<file path="config.mk">
export PLATFORM = sky130hd
export DESIGN_NAME = ifs_fetch_seq
export DESIGN_NICKNAME = d
export VERILOG_FILES = /design/src/rtl/ifs_pkg.sv /design/src/rtl/ifs_len_decode.sv /design/src/rtl/ifs_pc.sv /design/src/rtl/ifs_fetch_seq.sv
export SDC_FILE = /design/constraint.sdc
export NUM_CORES = 1
export LEC_CHECK = 0
export CAP_MARGIN = 10
export CELL_PAD_IN_SITES_DETAIL_PLACEMENT = 2
export CELL_PAD_IN_SITES_GLOBAL_PLACEMENT = 2
export CORE_UTILIZATION = 30
export DETAILED_ROUTE_END_ITERATION = 12
export GPL_ROUTABILITY_DRIVEN = 1
export PLACE_DENSITY = 0.89
export SKIP_LAST_GASP = 1
export SLEW_MARGIN = 10
export SYNTH_ARGS = -nofsm -noshare
export SYNTH_HDL_FRONTEND = slang
export SYNTH_SLANG_ARGS = --single-unit
</file>
<file path="constraint.sdc">
create_clock -name clk -period 4.38 [get_ports clk]
set_input_delay 0.876 -clock clk [delete_from_list [all_inputs] [get_ports clk]]
set_output_delay 0.876 -clock clk [all_outputs]
set_load 0.1 [all_outputs]
</file>
<file path="src/rtl/ifs_pkg.sv">
package ifs_pkg;

    localparam int BYTE_W     = 8;
    localparam int OPND_BYTES = 2;
    localparam int ADDR_W     = BYTE_W * OPND_BYTES;
    localparam int LEN_W      = $clog2(OPND_BYTES + 2);

    typedef logic [BYTE_W-1:0] byte_t;
    typedef logic [ADDR_W-1:0] addr_t;
    typedef logic [LEN_W-1:0]  len_t;

    localparam len_t LEN_ONE   = len_t'(1);
    localparam len_t LEN_TWO   = len_t'(2);
    localparam len_t LEN_THREE = len_t'(3);

    localparam byte_t OP_LOAD_DIRECT = 8'h3A;
    localparam byte_t OP_JUMP        = 8'hC3;
    localparam byte_t OP_INVERT_ACC  = 8'h2F;

    // register codes carried in opcode fields
    localparam logic [2:0] RC_ACC = 3'b111;
    localparam logic [2:0] RC_B   = 3'b000;
    localparam logic [2:0] RC_C   = 3'b001;

    typedef enum logic {ST_ISSUE, ST_CAPT} fstate_e;

    typedef struct packed {
        len_t len;
        logic bad;
    } klass_t;

    typedef struct packed {
        byte_t op;
        len_t  len;
        addr_t operand;
        logic  bad;
    } instr_t;

    function automatic logic known_reg(input logic [2:0] code);
        return (code == RC_ACC) || (code == RC_B) || (code == RC_C);
    endfunction

    function automatic klass_t classify(input byte_t op);
        klass_t k;
        k.len = LEN_ONE;
        k.bad = 1'b0;
        if (op == OP_LOAD_DIRECT || op == OP_JUMP) begin
            k.len = LEN_THREE;
        end else if (op[7:6] == 2'b00 && op[2:0] == 3'b110 && known_reg(op[5:3])) begin
            k.len = LEN_TWO;
        end else if (op == OP_INVERT_ACC) begin
            k.bad = 1'b0;
        end else if (op[7:6] == 2'b01 && known_reg(op[5:3]) && known_reg(op[2:0])) begin
            k.bad = 1'b0;
        end else begin
            k.bad = 1'b1;
        end
        return k;
    endfunction

endpackage

</file>
<file path="src/rtl/ifs_len_decode.sv">
module ifs_len_decode
    import ifs_pkg::*;
(
    input  byte_t opcode,
    output len_t  len,
    output logic  bad
);
    klass_t k;
    assign k   = classify(opcode);
    assign len = k.len;
    assign bad = k.bad;
endmodule

</file>
<file path="src/rtl/ifs_pc.sv">
module ifs_pc
    import ifs_pkg::*;
(
    input  logic  clk,
    input  logic  rst,
    input  addr_t start_addr,
    input  logic  load,
    input  addr_t load_addr,
    input  logic  step,
    output addr_t pc
);
    always_ff @(posedge clk) begin
        if (rst)       pc <= start_addr;
        else if (load) pc <= load_addr;
        else if (step) pc <= addr_t'(pc + 1'b1);
    end


    load_follow_chk: assert property (@(posedge clk) disable iff (rst)
        load |=> (pc == $past(load_addr)));
endmodule

</file>
<file path="src/rtl/ifs_fetch_seq.sv">
module ifs_fetch_seq
    import ifs_pkg::*;
(
    input  logic        clk,
    input  logic        rst,
    input  logic [15:0] start_addr,
    output logic        mem_rd,
    output logic [15:0] mem_addr,
    input  logic [7:0]  mem_data,
    input  logic        busy,
    input  logic        redirect_valid,
    input  logic [15:0] redirect_addr,
    output logic        instr_valid,
    output logic [7:0]  instr_op,
    output logic [1:0]  instr_len,
    output logic [15:0] instr_operand,
    output logic        illegal_op
);
    fstate_e state;
    len_t    idx, cur_len, len_now, dec_len;
    logic    dec_bad, fetch_go, capt_en, last_byte, jump_done, pc_load;
    addr_t   pc, pc_src, opnd_next, lanes_q;
    byte_t   op_q;
    logic    bad_q, valid_q;
    instr_t  out_q;

    ifs_len_decode u_dec (
        .opcode (mem_data),
        .len    (dec_len),
        .bad    (dec_bad)
    );

    assign len_now   = (idx == '0) ? dec_len : cur_len;
    assign fetch_go  = !rst && (state == ST_ISSUE) && !busy && !redirect_valid;
    assign capt_en   = (state == ST_CAPT) && !redirect_valid;
    assign last_byte = capt_en && (len_t'(idx + LEN_ONE) == len_now);
    assign jump_done = last_byte && (idx != '0) && (op_q == OP_JUMP);
    assign pc_load   = redirect_valid || jump_done;
    assign pc_src    = redirect_valid ? redirect_addr : opnd_next;

    ifs_pc u_pc (
        .clk        (clk),
        .rst        (rst),
        .start_addr (start_addr),
        .load       (pc_load),
        .load_addr  (pc_src),
        .step       (fetch_go),
        .pc         (pc)
    );

    // operand lanes: byte arriving now overrides the stored one, lanes past the length read zero
    for (genvar g = 0; g < OPND_BYTES; g++) begin : g_lane
        assign opnd_next[g*BYTE_W +: BYTE_W] =
            (len_t'(g + 1) >= len_now) ? '0 :
            (idx == len_t'(g + 1))     ? mem_data :
                                         lanes_q[g*BYTE_W +: BYTE_W];
    end

    always_ff @(posedge clk) begin
        if (rst) begin
            lanes_q <= '0;
        end else if (capt_en) begin
            for (int i = 0; i < OPND_BYTES; i++) begin
                if (idx == len_t'(i + 1)) lanes_q[i*BYTE_W +: BYTE_W] <= mem_data;
            end
        end
    end

    always_ff @(posedge clk) begin
        if (rst) begin
            state   <= ST_ISSUE;
            idx     <= '0;
            cur_len <= LEN_ONE;
            op_q    <= '0;
            bad_q   <= 1'b0;
            valid_q <= 1'b0;
            out_q   <= '0;
        end else begin
            valid_q <= 1'b0;
            if (redirect_valid) begin
                state <= ST_ISSUE;
                idx   <= '0;
            end else begin
                case (state)
                    ST_ISSUE: if (fetch_go) state <= ST_CAPT;
                    ST_CAPT: begin
                        state <= ST_ISSUE;
                        if (idx == '0) begin
                            op_q    <= mem_data;
                            cur_len <= dec_len;
                            bad_q   <= dec_bad;
                        end
                        if (last_byte) begin
                            idx           <= '0;
                            valid_q       <= 1'b1;
                            out_q.op      <= (idx == '0) ? mem_data : op_q;
                            out_q.len     <= len_now;
                            out_q.operand <= opnd_next;
                            out_q.bad     <= (idx == '0) ? dec_bad : bad_q;
                        end else begin
                            idx <= len_t'(idx + LEN_ONE);
                        end
                    end
                    default: state <= ST_ISSUE;
                endcase
            end
        end
    end

    assign mem_rd        = fetch_go;
    assign mem_addr      = pc;
    assign instr_valid   = valid_q;
    assign instr_op      = out_q.op;
    assign instr_len     = out_q.len;
    assign instr_operand = out_q.operand;
    assign illegal_op    = out_q.bad;


    always @(posedge clk) begin
        if (rst) reset_quiet_chk: assert (!mem_rd && !instr_valid);
    end


    single_read_chk: assert property (@(posedge clk) disable iff (rst)
        mem_rd |=> !mem_rd);


    valid_pulse_chk: assert property (@(posedge clk) disable iff (rst)
        instr_valid |=> !instr_valid);


    busy_hold_chk: assert property (@(posedge clk) disable iff (rst)
        busy |-> !mem_rd);


    redirect_target_chk: assert property (@(posedge clk) disable iff (rst)
        redirect_valid |=> (mem_addr == $past(redirect_addr)));


    jump_target_chk: assert property (@(posedge clk) disable iff (rst)
        (instr_valid && instr_op == OP_JUMP) |-> (mem_addr == instr_operand));


    narrow_operand_chk: assert property (@(posedge clk) disable iff (rst)
        (instr_valid && instr_len == 2'd2) |-> (instr_operand[15:8] == 8'h00));
endmodule

</file>
==> results of run 1 <==
## final timing paths
kind	from	end	slack (ps)	depth (start not counted)
max	mem_data[4]	u_pc.pc[1]	440	6
min	instr_operand[9]	instr_operand[9]	460	2
min reg2reg	instr_operand[9]	instr_operand[9]	460	2
max reg2reg	idx[0]	u_pc.pc[1]	690	8
## metrics by stage
step | utilization [%] | hold WS, ps
after detailed placement | 39.2 | 456
after CTS | 41.5 | 465
after floorplan | - | 436
after global placement | 39.2 | 445
after global routing | 41.5 | 491
final | 41.5 | 460
## cell type report
type | count | area [µm²]
Sequential cell | 74 | 1640
Multi-Input combinational cell | 328 | 2110
Timing Repair Buffer | 100 | 963
Clock inverter | 4 | 52.6
Fill cell | 1414 | 7420
Inverter | 10 | 37.5
Tap cell | 172 | 215
Clock buffer | 12 | 236
## power breakdown
| group | internal, mW | switching [mW] | total [mW] |
|---|---|---|---|
| Combinational | 0.124 | 0.271 | 0.394 |
| Clock | 0.443 | 0.302 | 0.745 |
| Sequential | 0.729 | 0.0326 | 0.761 |
## layer usage
layer / part of all wire (%) / GRT usage, %
met1: 44 / 29.1
met2: 50 / 41.5
met3: 3.5 / 3.82
met4: 2.4 / 9.83
met5: 0 / 0
## cell usage in the layout, fill, tap and decap left out, drive strengths merged, types with 11 or more instances in the layout
| cell | Yosys | layout |
|---|---|---|
| dfxtp | 58 | 58 |
| nor2 | 63 | 63 |
| nor3 | 12 | 12 |
| clkbuf | 22 | 12 |
| nand3 | 22 | 22 |
| o21ai | 11 | 11 |
| buf | 10 | 14 |
| a22oi | 11 | 11 |
| xor2 | 11 | 11 |
| mux2i | 17 | 17 |
| nand2 | 38 | 38 |
| edfxtp | 16 | 16 |
| a21oi | 29 | 29 |
| a211oi | 25 | 25 |
| clkdlybuf4s50 | 0 | 86 |
## state kept, by name, summed over array words and instances, names as in the netlist
name / cells
instr_operand: 16
idx: 2
op_q: 8
instr_len: 2
bad_q: 1
illegal_op: 1
instr_op: 8
instr_valid: 1
cur_len: 2
lanes_q: 16
u_pc.pc: 16
state: 1
## kinds of logic after synthesis
| family | synth area share, % |
|---|---|
| xor gates and xnor gates | 3.37 |
| DFF | 42.1 |
| buffers and inverters | 4.29 |
| muxes | 6.96 |
| and+or+nand+nor | 21.5 |
| adders and majority gates | 1.28 |
| AOI/OAI and AO/OA | 20.5 |
## worst max-delay path: stages
cell,delay [ps]
clkdlybuf4s50_1,630
nor4bb_1,570
nand2_1,260
a311oi_2,550
nor3_2,120
or4_1,870
==> results list, run 1 <==
* Antenna diode count: 0
* Largest area contributor in the synthesized netlist: dfxtp_1
- Core box area: 12700 µm²
- Share of the yosys chip area belonging to registers: between 40% and 50%
- The first routing iteration left 146 violations.
- Setup violations remaining at the end of the flow were counted as 0.
- Via count: 3851
- All-layer global routing usage: 23.8%
- In the final design database the tool counted roughly 570 nets.
* Post-route ant nets: 0
- Counting flops with a built-in enable in the synthesized netlist gives 16.
* Final cycle utilization of the critical path: about nine tenths
- The mapped netlist covers 3900 µm².
- The number of nets in the synthesized netlist is 492.
* Number of standard cells after synthesis: ~440
* Layout cells sized above 1: 8.90%
* Via count of the first global-routing pass: 4238
- The floorplan step defined a die boundary enclosing about 13000 µm².
* Maximum number of pins on one net before global-route repair: 40
- Reg clk slew, reported paths: ~60 ps
- Number of pins exceeding their max-slew limit in the final report: 0
* Setup TNS Final: 0 ps
- Of all nets on the critical path, the largest fanout is 16.
- First-pass GRT wire length: about 24 mm
* Arrival time at the worst endpoint: slightly below 4000 ps
* Max_cap viols: 0
- Latest clock arrival within the worst-skew pair: around 340 ps
- Each instance of the synthesized netlist takes up on average slightly below 9 µm².
- Summing all non-filler instances in the final layout gives an area of 5260 µm².
* Synth cell types: 56
- After synthesis, the share of flip-flops with an asynchronous set or reset is 0%.
- TritonCTS created 9 clock buffers.
- The final count of hold timing violations came to 0.
* Number of non-filler instances in the completed layout: 700
- Proportion of netlist area held by the largest area contributor: 29.7%
* Top FF cell, synth: dfxtp_1
* Overall die height: between 100 and 150 µm
- Number of buffers between clock root and the deepest sink: 2
- For this block, the routed nets add up to around 15 mm of wire.
- In this run the tightest slew margin relative to its limit is between 30% and 40%.
- Yosys warning total: 0
* Pre-CTS WS: around 210 ps
- CTS placed an instance of clkbuf_16 at the clock tree root.
- Worst Clk Skew: about 6.5 ps
* Largest cells by area after synthesis: dfxtp_1, edfxtp_1, nor2_1
* Number of buffers added on ports: about 90
* Number of iterations in the first detailed-routing pass: 4
* Cts repair resizes: 0
- Area after detailed placement: slightly below 5000 µm²
* Worst hold path class: reg2reg
* Overall power: between 1.5 and 2 mW
- Run status: finished clean
- By count the netlist is led by nor2_1, dfxtp_1, nand2_1.
* Worst-margin pin slew: roughly 1000 ps
- DRC violations left: 0
- After clock tree synthesis, the flow added hold-fix buffers numbering 0.
- The number of antenna violations at the first check in global routing came to 0.
- Dividing total power by cell area gives a power density of 362 nW/µm².
- Placed instance count: between 600 and 700
- Required @ worst endpoint: between 4000 and 5000 ps
* Number of top-level design ports: 89
- RSZ-0062 raised after global routing: no
* Worst voltage drop across the vdd grid: 0.164 mV
- Derived from the worst setup path, the maximum achievable clock frequency is roughly 250 MHz.
- After detailed routing, the average wire length per cell comes to roughly 22 µm.
- Count of clock tree sinks: 74
- The worst setup path is launched from an input port.
- From left edge to right edge, the die measures 116 µm.
- Setup slack on the critical path of the routed design comes to 442 ps.
* Library cell with the highest instance count after synthesis: nor2_1
- Summed over all nets, the half-perimeter wirelength after detailed placement is 10.8 mm.
* Effective utilization at floorplan: 30.8%
- The floorplan has slightly above 40 rows.
* Post-CTS setup buffer count: 0
- Avg Vias per Cell: ~5.5
- Critical path start-end classification: in2reg
- Remaining global-route overflow: 0
- STA classifies the critical path endpoint as a register.
* Minimum period implied by the final worst setup slack: about 4000 ps
- Last weighted congestion value of the routability-driven placer: ~0.8
- TritonCTS built the clock tree.
- The H-tree was split into 3 levels.
- Leakage power: between 1.5 and 2 nW
- Number of synthesized register bits: 74
- Area overhead of the layout relative to synthesis: 34.6%
(Power assumes the default switching activity.)
==> inputs of run 2 (changes only) <==
==> constraint.sdc (replaced) <==
create_clock -name clk -period 3.7 [get_ports clk]
set_input_delay 0.74 -clock clk [delete_from_list [all_inputs] [get_ports clk]]
set_output_delay 0.74 -clock clk [all_outputs]
set_load 0.1 [all_outputs]
==> results list, run 2 (synthesis results as in run 1) <==
- RSZ-0062 raised after global routing: no
- Most frequent cell on the critical path: buf_4
- In this run the register-to-register setup slack is between 200 and 300 ps.
- Final cycle utilization of the critical path: between 90% and 100%
* Net switching power figure: 0.699 mW
* M2 GR Usage: 42.7%
* Post-Route WL: about 16 mm
- DRC violations left: 0
* Initial detailed-routing violation count: around 240
* Minimum period implied by the final worst setup slack: roughly 3400 ps
* Leakage power: approximately 1.8 nW
- In the layout the commonest cells are clkdlybuf4s50_1, nor2_1, dfxtp_1.
* Internal power: about 1.5 mW
* Remaining global-route overflow: 0
- In this run, post-CTS hold repair placed 0 buffers.
- The startpoint identified for the worst hold timing path is instr_operand[8].
* Core box area: about 13000 µm²
- 89 I/O pins were placed.
- Number of iterations in the first detailed-routing pass: 4
- Final net count: 582
* Area overhead of the layout relative to synthesis: 36.9%
- Initial antenna violation count: 0
- The worst register-to-register path ends at u_pc.pc[10].
* GR peak layer: met2
* Count of clock tree sinks: 74
* Latest clock arrival within the worst-skew pair: between 300 and 400 ps
- Entering global routing, the biggest net connects 45 pins.
* Cell with the largest stage delay on the worst path: dfxtp_1
* Layout cells sized above 1: ~11%
* Post-CTS setup buffer count: 0
* Max_cap viols: 0
- Effective utilization at floorplan: between 30% and 40%
- Static timing analysis puts the maximum clock frequency at just under 300 MHz.
* Setup-violating endpoint count in the final report: 0
- Deepest level of the CTS H-tree: 3
- Hold Crit Depth: 2
- TritonCTS built the clock tree.
- Detailed Place HPWL: roughly 11 mm
* Root Buffer Master: clkbuf_16
* Via count: between 3000 and 4000
- Met1 track demand over resource: between 20% and 30%
- By startpoint and endpoint, the worst setup path is classified as reg2reg.
* Met3 usage in global routing: between 4 and 5%
- The first global-routing pass estimated roughly 25 mm of wire.
- Once placement finished, the instance area stood at ~5100 µm².
* TritonCTS buffer count: 9
- Startpoint of the worst-slack reg-to-reg timing path: idx[0]
- Average wire per standard cell: 22.2 µm
* Via count of the first global-routing pass: roughly 4400
- Reg clk slew, reported paths: 60 ps
* Slowest Stage Delay on Critical Path: between 400 and 500 ps
- Overall die height: 116 µm
- Arrival time at the worst endpoint: between 3000 and 4000 ps
* Worst Clk Skew: 4.29 ps
- Last weighted congestion value of the routability-driven placer: 0.863
* Core Rows: ~40
- Cts repair resizes: 0
- STA classifies the critical path startpoint as a register.
- Number of buffers added on ports: between 80 and 90
- Sequential cells burn about two fifths of the power.
* Cell depth of the worst flop-to-flop path: 10
- After routing, the total negative slack on setup checks comes to 0 ps.
* Worst voltage drop across the vdd grid: approximately 0.18 mV
* Post-route cell area: between 5000 and 6000 µm²
* Crit path capture type: register
- Number of buffers between clock root and the deepest sink: 2
* Share of total power in the clock network: 37.9%
- STA puts the critical path data required time at 3790 ps.
- The die is roughly 120 µm wide.
- Critical Path, Cell by Cell: inv_1 > ha_1 > buf_4 > nor4bb_1 > and4b_1 > nand2_1 > o31ai_1 > buf_4 > o221ai_1 > o21a_1
- 0 antenna diodes ended up in the layout.
- The run finished with clean final reports.
- Number of pins exceeding their max-slew limit in the final report: 0
- Worst hold path class: reg2reg
- The worst pin sits at a relative slew slack of around a third.
* Gate power share: about 22%
- Avg Vias per Cell: ~5.6
- Worst-margin pin slew: 986 ps
- Number of failing hold endpoints at the final stage: 0
* Maximum fanout encountered on the critical timing path: 17
* Commonest non-fill, non-tap cell in the layout: clkdlybuf4s50_1
* Hold Path Sink: instr_operand[8]
- The floorplan step defined a die boundary enclosing 13500 µm².
* Sw Share: around a third
* Post-route ant nets: 0
- For this design the ratio of total power to cell area is about 420 nW/µm².
- All-layer global routing usage: between 20% and 30%
run 2: layer usage:
metal / part of all wire [%] / vias to the layer above
met5: 0 / -
met4: 3.3 / 0
met2: 50 / 122
met1: 44 / 1982
met3: 3.3 / 36
li1: - / 1801
run 2: how the worst max path moves through the flow:
stage | endpoint | cells after the start | from
floorplan | u_pc.pc[0] | 3 | redirect_valid
global route | u_pc.pc[8] | 8 | idx[0]
finish | u_pc.pc[10] | 10 | idx[0]
CTS | u_pc.pc[8] | 8 | idx[0]
detailed placement | u_pc.pc[11] | 8 | mem_data[0]
global placement | u_pc.pc[5] | 7 | mem_data[0]
run 2: stage by stage:
step / power (mW) / hold WS, ps / std cells / util (%) / setup slack (ps)
2_1_floorplan: 1.22 / 436 / 444 / - / 51.9
3_3_place_gp: 1.37 / 442 / 695 / 39.9 / 228
3_5_place_dp: 1.39 / 456 / 695 / 39.9 / 128
4_1_cts: 2.23 / 462 / 710 / 42.2 / 335
5_1_grt: 2.29 / 487 / 710 / 42.2 / 151
6_report: 2.22 / 456 / 710 / 42.2 / 296
run 2: worst max-delay path, delay by kind of cell, from the launching register on:
family                   cells  cell delay (ps)
AO/OA/AOI/OAI                3              630
AND/OR/NAND/NOR              3              880
buffers and inverters        3              770
adder cells (fa/ha/maj)      1              410
flip-flops                   1              450
run 2: cell type report:
cell class                 count  area [µm²]
fill                        1382        7330
multi-input combinational    328        2110
sequential                    74        1640
timing repair buffer         111        1060
clock buffer                  13         272
tap                          172         215
inverter                      10        37.5
clock inverter                 2        10.0
run 2: power by group through the flow:
stage,sequential [mW],combinational [mW],clock [mW]
after global placement,0.913,0.460,0
after global routing,0.904,0.504,0.882
after floorplan,1.08,0.138,0
after detailed placement,0.915,0.473,0
after CTS,0.900,0.482,0.851
final,0.900,0.481,0.842
==> inputs of run 3 (changes only) <==
--- a/config.mk
+++ b/config.mk
@@ -8,10 +8,10 @@
 export CAP_MARGIN = 10
 export CELL_PAD_IN_SITES_DETAIL_PLACEMENT = 2
 export CELL_PAD_IN_SITES_GLOBAL_PLACEMENT = 2
-export CORE_UTILIZATION = 30
+export CORE_UTILIZATION = 25
 export DETAILED_ROUTE_END_ITERATION = 12
 export GPL_ROUTABILITY_DRIVEN = 1
-export PLACE_DENSITY = 0.89
+export PLACE_DENSITY = 0.78
 export SKIP_LAST_GASP = 1
 export SLEW_MARGIN = 10
 export SYNTH_ARGS = -nofsm -noshare
==> results list, run 3 (synthesis results as in run 1) <==
- STA puts the critical path data arrival time at around 3400 ps.
- From left edge to right edge, the die measures between 100 and 150 µm.
- Summed over all failing endpoints, the final setup total negative slack is 0 ps.
- Core Rows: between 40 and 50
- Final net count: 580
- Deepest level of the CTS H-tree: 3
* Worst Clk Skew: between 7 and 8 ps
* Minimum period implied by the final worst setup slack: ~3300 ps
- Power per cell area: approximately 410 nW/µm²
- Worst voltage drop across the vdd grid: about 0.16 mV
- The number of antenna violations at the first check in global routing was 0.
- Number of iterations in the first detailed-routing pass: 4
* Area overhead of the layout relative to synthesis: 37.1%
- In this run, CTS created clock tree buffers numbering 9.
- Top library cells by usage in the layout, fill and taps aside: clkdlybuf4s50_1, nor2_1, dfxtp_1
- Once the clock tree was built, the resizer swapped 0 gates to a different size.
* Sequential share of power: between 40% and 50%
- The total overflow left after global routing is 0.
* Routed met2 length: ~7 mm
* Root Buffer Master: clkbuf_16
- Overall power: between 2 and 2.5 mW
* First-pass GRT wire length: between 20 and 25 mm
- Sw Share: between 30% and 40%
- Number of pins exceeding their max-slew limit in the final report: 0
- Dividing the detail-routed wire length by the instance count gives around 20 µm.
* Avg Vias per Cell: ~5.2
- Detailed placement ended at an HPWL of around 11 mm.
- Gate power share: a little over a fifth
- Area of the die: around 16000 µm²
* Post-CTS Hold Fix Bufs: 0
- The run finished with clean final reports.
- Maximum fanout encountered on the critical timing path: 16
- For this block, wires on met1 add up to between 6 and 7 mm.
- Summed over all cells, the static leakage comes to ~1.8 nW.
- Internal power: 1.52 mW
- Overall die height: around 130 µm
- Detailed route wirelength on metal3: around 560 µm
- The share of total power dissipated in the clock network is 38.0%.
- Post-route ant nets: 0
- The analysis attributes to net switching a power of 0.690 mW.
* Required @ worst endpoint: 3790 ps
- In the final layout, the share of cells above drive strength 1 is a little over a tenth.
* Critical Path, Cell by Cell: inv_1 > ha_1 > nand2_1 > a211o_1 > a211oi_4 > nor3_2 > or4_1 > buf_4
- Routability-driven placement finished with a final weighted congestion of approximately 0.79.
- Post-CTS timing repair inserted 0 buffers for setup.
* Via count of the first global-routing pass: approximately 4200
* Initial detailed-routing violation count: roughly 120
* Number of buffers added on ports: 88
- For this run, design rule violations remaining after detail routing come to 0.
* Critical path start-end classification: reg2reg
* Effective utilization at floorplan: between 20% and 30%
- Reg clk slew, reported paths: 50 ps
- The final count of hold timing violations came to 0.
* Post-Route WL: 14.3 mm
- The worst hold path belongs to the class reg2reg.
* Type of origin of the critical path: register
* Clock tree from TritonCTS: built
- Highest signal layer in the routed design: met4
- The final route contains between 3000 and 4000 vias.
- Headroom to the max-slew limit: between 30% and 40%
* Maximum clock rate: 306 MHz
- Count of clock tree sinks: 74
* Cell with the largest stage delay on the worst path: ha_1
- Slowest Stage Delay on Critical Path: approximately 560 ps
- Max_cap viols: 0
- Of the available clock period, the critical path in the final layout requires 88.4%.
- STA classifies the critical path endpoint as a register.
* Number of buffers between clock root and the deepest sink: 2
- Entering global routing, the biggest net connects 85 pins.
- Antenna diode count: 0
- For this run, the total global-route usage over all layers was measured as about a fifth.
- RSZ-0062 raised after global routing: no
* Worst-margin pin slew: between 900 and 1000 ps
* Setup-violating endpoint count in the final report: 0
- For this design the top-level I/O count stands at 89.
- Core box area: ~15000 µm²
- At the later pin of the worst-skew pair, clock insertion delay measures around 340 ps.
- The library cell used most frequently in the layout, excluding fill and tap cells, is clkdlybuf4s50_1.
==> run 3: changes by cell type in the layout (fill, tap and decap cells not counted), sizes merged <==
cell	previous run	this run
buf	25	23
clkbuf	13	14
==> run 3: power groups by stage <==
stage          Sequential [mW]  Combinational [mW]  Clock (mW)
2_1_floorplan             1.08               0.138           0
3_3_place_gp             0.911               0.462           0
3_5_place_dp             0.916               0.473           0
4_1_cts                  0.898               0.476       0.867
5_1_grt                  0.903               0.498       0.907
6_report                 0.899               0.473       0.842
==> run 3: final cells by class <==
class | instances | area, µm²
Fill cell | 1703 | 9850
Multi-Input combinational cell | 328 | 2110
Sequential cell | 74 | 1640
Timing Repair Buffer | 109 | 1040
Clock buffer | 14 | 274
Tap cell | 188 | 235
Inverter | 10 | 37.5
Clock inverter | 2 | 10.0
==> run 3: final timing paths <==
kind                                        start                 to  cells past startpoint  slack, ps
worst min register to register  instr_operand[12]  instr_operand[12]                      2        470
worst max register to register             idx[0]        u_pc.pc[14]                      8        430
worst min-delay path            instr_operand[12]  instr_operand[12]                      2        470
worst max-delay path                       idx[0]        u_pc.pc[14]                      8        430
==> run 3: layer usage <==
| metal | track usage (%) | up-vias |
|---|---|---|
| met5 | 0 | - |
| met3 | 3.54 | 14 |
| met4 | 5.81 | 0 |
| li1 | - | 1798 |
| met2 | 32.1 | 81 |
| met1 | 23.6 | 1900 |
==> run 3: critical path, delay by kind of cell, from the launching register on <==
| kind | cells | cell delay (ps) |
|---|---|---|
| buffers and inverters | 2 | 450 |
| adder cells (fa/ha/maj) | 1 | 560 |
| AO/OA/AOI/OAI | 2 | 800 |
| flip-flops | 1 | 350 |
| AND/OR/NAND/NOR | 3 | 840 |
==> run 3: metrics by stage <==
| step | util, % | instance area, µm² | hold WS (ps) | std cells | setup slack [ps] |
|---|---|---|---|---|---|
| 2_1_floorplan | - | 3910 | 436 | 444 | 51.9 |
| 5_1_grt | 35.2 | 5350 | 483 | 725 | 264 |
| 4_1_cts | 35.2 | 5350 | 471 | 725 | 441 |
| 6_report | 35.2 | 5350 | 466 | 725 | 429 |
| 3_3_place_gp | 33.3 | 5070 | 443 | 709 | 153 |
| 3_5_place_dp | 33.3 | 5070 | 463 | 709 | 88.7 |
